===== src/rtl/exc_pkg.sv =====
package exc_pkg;
   localparam int WORD_W  = 32;
   localparam int NUM_EXC = 12;

   // Exception sets, indexed by exception number
   localparam logic [NUM_EXC-1:0] IMPL_SET = 12'b1111_0111_1111;
   localparam logic [NUM_EXC-1:0] CPU_SET  = 12'b0000_0111_1111;
   localparam logic [NUM_EXC-1:0] UE_SET   = 12'b0101_0000_0000;
   localparam logic [NUM_EXC-1:0] CE_SET   = 12'b1010_0000_0000;

   // Place exception number n at word position WORD_W-1-n
   function automatic logic [WORD_W-1:0] to_word(input logic [NUM_EXC-1:0] v);
      logic [WORD_W-1:0] w;
      w = '0;
      for (int n = 0; n < NUM_EXC; n++) w[WORD_W-1-n] = v[n];
      return w;
   endfunction

   function automatic logic [NUM_EXC-1:0] from_word(input logic [WORD_W-1:0] w);
      logic [NUM_EXC-1:0] v;
      for (int n = 0; n < NUM_EXC; n++) v[n] = w[WORD_W-1-n];
      return v;
   endfunction

   localparam logic [WORD_W-1:0] IMPL_WORD = to_word(IMPL_SET);
   localparam logic [WORD_W-1:0] CPU_WORD  = to_word(CPU_SET);
   localparam logic [WORD_W-1:0] UE_WORD   = to_word(UE_SET);
   localparam logic [WORD_W-1:0] CE_WORD   = to_word(CE_SET);
endpackage


===== src/rtl/exc_status_bank.sv =====
module exc_status_bank #(
   parameter int                   NUM  = 12,
   parameter logic [NUM-1:0]       IMPL = '1
) (
   input  logic           clk,
   input  logic           rst_n,
   input  logic [NUM-1:0] evt,
   input  logic           clr,
   output logic [NUM-1:0] stat
);
   for (genvar n = 0; n < NUM; n++) begin : g_bit
      if (IMPL[n]) begin : g_live
         // new event wins over a clearing read in the same cycle
         always_ff @(posedge clk or negedge rst_n) begin
            if (!rst_n) stat[n] <= 1'b0;
            else        stat[n] <= evt[n] | (stat[n] & ~clr);
         end
      end else begin : g_rsvd
         logic unused_evt;
         assign unused_evt = evt[n];
         assign stat[n]    = 1'b0;
      end
   end
endmodule


===== src/rtl/exc_mask_reg.sv =====
module exc_mask_reg #(
   parameter int             NUM  = 12,
   parameter logic [NUM-1:0] IMPL = '1
) (
   input  logic           clk,
   input  logic           rst_n,
   input  logic           we,
   input  logic [NUM-1:0] wbits,
   output logic [NUM-1:0] mask
);
   for (genvar n = 0; n < NUM; n++) begin : g_bit
      if (IMPL[n]) begin : g_live
         always_ff @(posedge clk or negedge rst_n) begin
            if (!rst_n)  mask[n] <= 1'b1;
            else if (we) mask[n] <= wbits[n];
         end
      end else begin : g_rsvd
         logic unused_w;
         assign unused_w = wbits[n];
         assign mask[n]  = 1'b0;
      end
   end
endmodule


===== src/rtl/exc_summary.sv =====
module exc_summary #(
   parameter int             NUM     = 12,
   parameter logic [NUM-1:0] CPU_SEL = '0,
   parameter logic [NUM-1:0] CE_SEL  = '0,
   parameter logic [NUM-1:0] UE_SEL  = '0
) (
   input  logic [NUM-1:0] stat,
   input  logic [NUM-1:0] mask,
   output logic           fault_cpu,
   output logic           fault_ce,
   output logic           fault_ue
);
   logic [NUM-1:0] live;
   assign live      = stat & mask;
   assign fault_cpu = |(live & CPU_SEL);
   assign fault_ce  = |(live & CE_SEL);
   assign fault_ue  = |(live & UE_SEL);
endmodule


===== src/rtl/exc_capture_top.sv =====
module exc_capture_top
   import exc_pkg::*;
#(
   parameter int                ADDR_W    = 20,
   parameter logic [ADDR_W-1:0] STAT_ADDR = 20'h30060,
   parameter logic [ADDR_W-1:0] MASK_OFS  = 20'h00010
) (
   input  logic                clk,
   input  logic                rst_n,
   input  logic [ADDR_W-1:0]   bus_addr,
   input  logic                bus_rd,
   input  logic                bus_wr,
   input  logic [WORD_W-1:0]   bus_wdata,
   output logic [WORD_W-1:0]   bus_rdata,
   input  logic [NUM_EXC-1:0]  evt_pulse,
   output logic                fault_cpu,
   output logic                fault_ce,
   output logic                fault_ue
);
   localparam logic [ADDR_W-1:0] MASK_ADDR = STAT_ADDR + MASK_OFS;

   if (NUM_EXC > WORD_W) begin : g_bad_width
      $error("exception count exceeds word width");
   end
   if (MASK_OFS == '0) begin : g_bad_ofs
      $error("enable register must not alias the status register");
   end

   logic                hit_stat, hit_mask;
   logic [NUM_EXC-1:0]  stat, mask, wbits;
   logic [WORD_W-1:0]   stat_word, mask_word;
   logic                unused_wdata;

   assign hit_stat = (bus_addr == STAT_ADDR);
   assign hit_mask = (bus_addr == MASK_ADDR);
   assign wbits    = from_word(bus_wdata);
   assign unused_wdata = ^bus_wdata[WORD_W-NUM_EXC-1:0];

   exc_status_bank #(.NUM(NUM_EXC), .IMPL(IMPL_SET)) u_stat (
      .clk  (clk),
      .rst_n(rst_n),
      .evt  (evt_pulse),
      .clr  (bus_rd & hit_stat),
      .stat (stat)
   );

   exc_mask_reg #(.NUM(NUM_EXC), .IMPL(IMPL_SET)) u_mask (
      .clk  (clk),
      .rst_n(rst_n),
      .we   (bus_wr & hit_mask),
      .wbits(wbits),
      .mask (mask)
   );

   exc_summary #(.NUM(NUM_EXC), .CPU_SEL(CPU_SET), .CE_SEL(CE_SET), .UE_SEL(UE_SET)) u_sum (
      .stat     (stat),
      .mask     (mask),
      .fault_cpu(fault_cpu),
      .fault_ce (fault_ce),
      .fault_ue (fault_ue)
   );

   assign stat_word = to_word(stat);
   assign mask_word = to_word(mask);

   always_comb begin
      bus_rdata = '0;
      if (bus_rd && hit_stat)      bus_rdata = stat_word;
      else if (bus_rd && hit_mask) bus_rdata = mask_word;
   end
endmodule


===== config.mk =====
export PLATFORM = sky130hd
export DESIGN_NAME = exc_capture_top
export DESIGN_NICKNAME = d
export VERILOG_FILES = /design/src/rtl/exc_pkg.sv /design/src/rtl/exc_status_bank.sv /design/src/rtl/exc_mask_reg.sv /design/src/rtl/exc_summary.sv /design/src/rtl/exc_capture_top.sv
export SDC_FILE = /design/constraint.sdc
export NUM_CORES = 1
export LEC_CHECK = 0
export BUFFER_PORTS_ARGS = -buffer_cell sky130_fd_sc_hd__buf_2
export CAP_MARGIN = 30
export CORE_ASPECT_RATIO = 1.2
export CORE_UTILIZATION = 42
export DETAILED_ROUTE_END_ITERATION = 16
export HOLD_SLACK_MARGIN = 0.05
export PLACE_DENSITY_LB_ADDON = 0.12
export SETUP_SLACK_MARGIN = 0.05
export SYNTH_ARGS = -nofsm -noshare
export SYNTH_HDL_FRONTEND = slang
export SYNTH_SLANG_ARGS = --single-unit
export TNS_END_PERCENT = 100

===== constraint.sdc =====
create_clock -name clk -period 2.1 [get_ports clk]
set_input_delay 0.105 -clock clk [delete_from_list [all_inputs] [get_ports clk]]
set_output_delay 0.105 -clock clk [all_outputs]
set_load 0.01 [all_outputs]

**Yosys cells after proc, flatten, opt, wreduce, memory -nomap -nowiden**

Index checks and enable logic that the tools add are counted.

- $mul: 0
- Muxes and demuxes: 2
- Divide/modulo/power cells: 0
- Add/sub/neg operators: 0
- $lt $le $gt $ge: 0
- Bitwise operators: 26
- Reduce and logical (&&, ||, !) cells: 5
- Equality and inequality tests: 2
- Shift-type cells: 0

Operators with widths:

| operator | count |
|---|---|
| 2-to-1 mux 32 bit | 2 |
| == test 20 x 18 -> 1 bit (second input constant) | 2 |
| bitwise AND 1 bit | 13 |
| bitwise AND 12 bit | 1 |
| OR 1 bit | 11 |
| OR reduction 7 bit | 1 |
| OR reduction 2 bit | 2 |
| logical AND 1 bit | 2 |
| NOT 1 bit | 1 |

- Word-level logic and storage cells: 57
- Bits in registers: 22
- Bits in writable memories: 0
- Latch bits: 0
- ROM bits: 0
- Memories: 0
- Output and inout port bits: 35
- Input port bits: 68

**Logic depth before layout (Yosys ltp)**

- Depth after elaboration: 5
- Mapped depth: 5
- Depth with buffers taken out: 4

**Hierarchy**

From an unflattened synthesis, not the netlist that was laid out.

- Cells, all modules: 118
- Area, all modules: 1423.9 sq um

Modules (own cells, without submodules):

| module | times used | sequential area each (sq um) | area an instance (sq um) | cells an instance |
|---|---|---|---|---|
| exc_capture_top | 1 | 0.0 | 518.0 | 61 |
| exc_mask_reg | 1 | 289.0 | 473.0 | 25 |
| exc_status_bank | 1 | 275.3 | 385.4 | 26 |
| exc_summary | 1 | 0.0 | 47.5 | 6 |

**Least setup slack after synthesis**

OpenSTA, ideal clock, no wires.

- Path type: in2reg
- Start point: input bus_addr[7]
- End point: register u_mask.mask[0]
- Arrival: 1645 ps
- Setup slack: 372 ps
- Cell stages on the path: 5
- Required time: 2018 ps
- Buffers on the path: 1
- Library setup time: 82 ps
- Cell sequence: or4b_4 > nor4_4 > and4_4 > buf_12 > mux2_4

- Cells in the longest elaborated chain, start to end: 2

RTL lines:

| item | RTL line | RTL |
|---|---|---|
| from (decl) | exc_capture_top.sv:10 | `input logic [ADDR_W-1:0] bus_addr,` |
| == test 20 x 18 -> 1 bit | exc_capture_top.sv:35 | `assign hit_mask = (bus_addr == MASK_ADDR);` |
| bitwise AND 1 bit | exc_capture_top.sv:50 | `.we (bus_wr & hit_mask),` |
| to (signal, indexed assignment) | exc_mask_reg.sv:15 | `else if (we) mask[n] <= wbits[n];` |
| to (decl) | exc_mask_reg.sv:9 | `output logic [NUM-1:0] mask` |

Every way passes these cells.
A chain may end at the register's enable or synchronous reset.

**Worst setup path in the final report**

- Start point: input bus_addr[7]
- End point: output bus_rdata[26]

- Cells in the longest elaborated chain, start to end: 4
- Elaborated cells on any way between the ends: 6
- Those cells by class: 2 x eq/ne; 2 x mux; 2 x reduce/logical

RTL lines:

| item | RTL line | RTL |
|---|---|---|
| == test 20 x 18 -> 1 bit | exc_capture_top.sv:35 |  |
| logical AND 1 bit | exc_capture_top.sv:69 | `else if (bus_rd && hit_mask) bus_rdata = mask_word;` |
| 2-to-1 mux 32 bit | exc_capture_top.sv:69 |  |
| 2-to-1 mux 32 bit * | exc_capture_top.sv:68 | `if (bus_rd && hit_stat) bus_rdata = stat_word;` |
| to (decl) | exc_capture_top.sv:14 | `output logic [WORD_W-1:0] bus_rdata,` |

Every way passes the cells marked *; elsewhere a longest branch is shown, timed or not.

==> reports/results.ini <==
[power_and_ir_drop]
power_frac_clock = 0.292
swShare = 0.2227
intPower_w = 0.0005988
switching_power_w = 0.0001715
powerDensity_nw_per_um2 = 426.1
pwr-share-comb = 0.157
power_w = 0.0007703
power_frac_seq = 0.551
leakagePower_nw = 0.8819
peakVddDrop_mv = 0.3316

[floorplanning]
die_area_um2 = 3310
die_w_um = 52.69
ios = 103
die_h_um = 62.83
initial_utilization = 0.4522
std_cell_rows = 21
core_um2 = 2864

[sta]
max_freq_mhz = 565.5
setup_viol = 0
rsz0062_at_grt = false
skew_ns = 0
min_period_ns = 1.768
tns_ns = 0
fin_crit_sh = 0.8420
final_max_slew_viol_count = 0
hold_viol_final = 0

[placed_design]
gp_congestion = 0.6937
hpwlAfterDp_um = 1936
port_buffers = 59

[yosys]
synth_seq_cells = 22
yosys_warnings = 0
post-synth-top-count-cell = buf_4
synth.top_cell.area_share = 0.2232
synth_top_cell_by_area = dfstp_2
synthesis.area_um2 = 1295
ys_top_cells_by_area = dfstp_2 22%, dfrtp_1 21%, buf_4 12%, mux2_4 12%, mux2i_1 8.5%
yosysUniqueCellTypes = 24
synth_edf_count = 0
synthFlopType = dfstp_2
yosysSeqAreaShare = 0.4357
synth.avg_cell_area_um2 = 12.10
async_reset_ff_frac = 1.000
syn_inst = 107

[final_layout]
antenna_cells = 0
seqCellArea_um2 = 564.3
fillCellCount = 257
drive_above_1_share = 0.4817
area_growth_syn_to_layout_pct = 39.61
multi_input_area_um2 = 616.8
fin_nets = 260

[clock_tree]
clock_path_buffers = 2
numClockSinks = 22
post_cts_buffers = 0
path_clk_slew_ns = 0.11
cts_buffers = 3
cts_htree_levels = 1
clk_latency_ns = 0.30
cts-root-buf = clkbuf_4
cts_tree = built

[detailed_routing]
route.detailed.drc = 0
vias = 1073
drtIter0Drc = 32
routed_wl_um = 2713
post_drt_via_cell_ratio = 4.769
detail_route.first_pass.iterations = 3
post_drt_wl_per_cell_um = 12.06
ant_nets = 0

[worst_setup_path]
crit_path_max_incr_delay_ns = 0.54
cp.required_ns = 2.00
cp_slowest_cell = or4b_4
worstPathArrival_ns = 1.66
crit_chain = buf_2, or4b_4, nor4_4, nand3_1, buf_4, nor2_1, buf_2
crit_path_max_fanout = 7
cpMostUsedCell = buf_2
crit_type = in2out
critPathLaunchType = input pin
cp-end-kind = primary output

[worst_hold_path]
hold_path.class = in2async

[global_routing]
grt_antenna_before_repair = 0
grt_pass1_vias = 1114
grt_pass1_wl_um = 4678
grt_max_degree = 23
gr-total-overflow = 0
grtUsageTotal = 0.1905

[outcome]
run_status = completed

[run]
maxCapViolations = 0

==> layout by cell type (no fill, tap or decap) <==
master / synthesis / final
a21o_1: 11 / 11
clkbuf_4: 0 / 3
a22o_1: 2 / 2
and4_4: 1 / 1
clkbuf_8: 0 / 1
or4_4: 1 / 1
or4b_1: 1 / 1
nor2_1: 11 / 11
dfstp_2: 11 / 11
nand3b_1: 1 / 1
mux2i_1: 11 / 11
nand4b_1: 1 / 1
conb_1: 1 / 21
a222oi_1: 1 / 1
mux2_2: 1 / 1
buf_2: 0 / 59
dlygate4sd3_1: 0 / 23
a22oi_1: 2 / 2
nor4_4: 1 / 1
dfrtp_1: 11 / 11
buf_4: 21 / 3
mux2_4: 10 / 10
nor4_1: 1 / 1
or4b_4: 1 / 1
nand3_1: 2 / 2
==> metrics by stage <==
stage                     setup WS, ns  utilization  hold WS [ns]  cells  cell area [um2]
after CTS                       0.3256       0.6313        0.2848    225             1808
after global placement          0.1409       0.5382       0.08470    198             1541
after floorplan                 0.3723            -       -0.1906    127             1370
final                           0.3317       0.6313        0.2895    225             1808
after global routing            0.1809       0.6313        0.3282    225             1808
after detailed placement        0.1342       0.5382       0.08294    198             1541
==> worst paths after layout <==
kind	slack, ns	cells after the start	startpoint	end
worst min-delay path	0.29	2	rst_n	u_stat.stat[6]$_DFF_PN0_
worst min register to register	0.52	1	u_stat.stat[9]$_DFF_PN0_	u_stat.stat[9]$_DFF_PN0_
worst max register to register	1.35	1	u_mask.mask[6]$_DFFE_PN1P_	u_mask.mask[6]$_DFFE_PN1P_
worst max-delay path	0.33	7	bus_addr[7]	bus_rdata[26]
max in group asynchronous	1.47	2	rst_n	u_mask.mask[10]$_DFFE_PN1P_
min in group clk	0.32	4	bus_rd	u_stat.stat[0]$_DFF_PN0_
==> area by class of cell <==
class	instances	area share
tap	34	0.02353
clock buffer	4	0.02007
multi-input combinational	80	0.3412
sequential	22	0.3121
timing repair buffer	85	0.3031
==> state kept, by name (all words and copies together), names as in the netlist <==
signal / cells
u_mask.mask: 11
u_stat.stat: 11
==> logic make-up after synthesis <==
group                  count (synthesis)  synth area share
multiplexers                          22            0.2097
other                                  1          0.002896
buffers and inverters                 25            0.1459
AO/OA/AOI/OAI                         16           0.09662
flip-flops                            22            0.4357
AND/OR/NAND/NOR                       21            0.1092
==> worst max-delay path: cells and delay by family <==
kind	cells	cell delay [ns]
simple gates	4	1.13
buf+inv	3	0.43
==> metal layers <==
metal,share of wire,vias up,GRT usage
met5,0,-,0
met4,0.023,0,0.08224
met3,0.038,6,0.02433
met2,0.57,41,0.3528
met1,0.37,518,0.2044
li1,-,508,-
==> power by group through the flow <==
stage               sequential (W)  clock [W]  combinational (W)
detailed placement        0.000432          0          0.0000876
CTS                       0.000425   0.000231           0.000120
finish                    0.000425   0.000225           0.000121
global route              0.000425   0.000242           0.000135
global placement          0.000432          0          0.0000854
floorplan                 0.000432          0          0.0000652
==> repair_timing <==
| action | 4_1_cts | 5_1_grt |
|---|---|---|
| gates resized for setup | 0 | 0 |
| endpoints found under the hold margin | 33 | 0 |
| endpoints found under the setup margin | 0 | 0 |
| hold buffers | 23 | 0 |
Power figures use the tool's default switching activity.
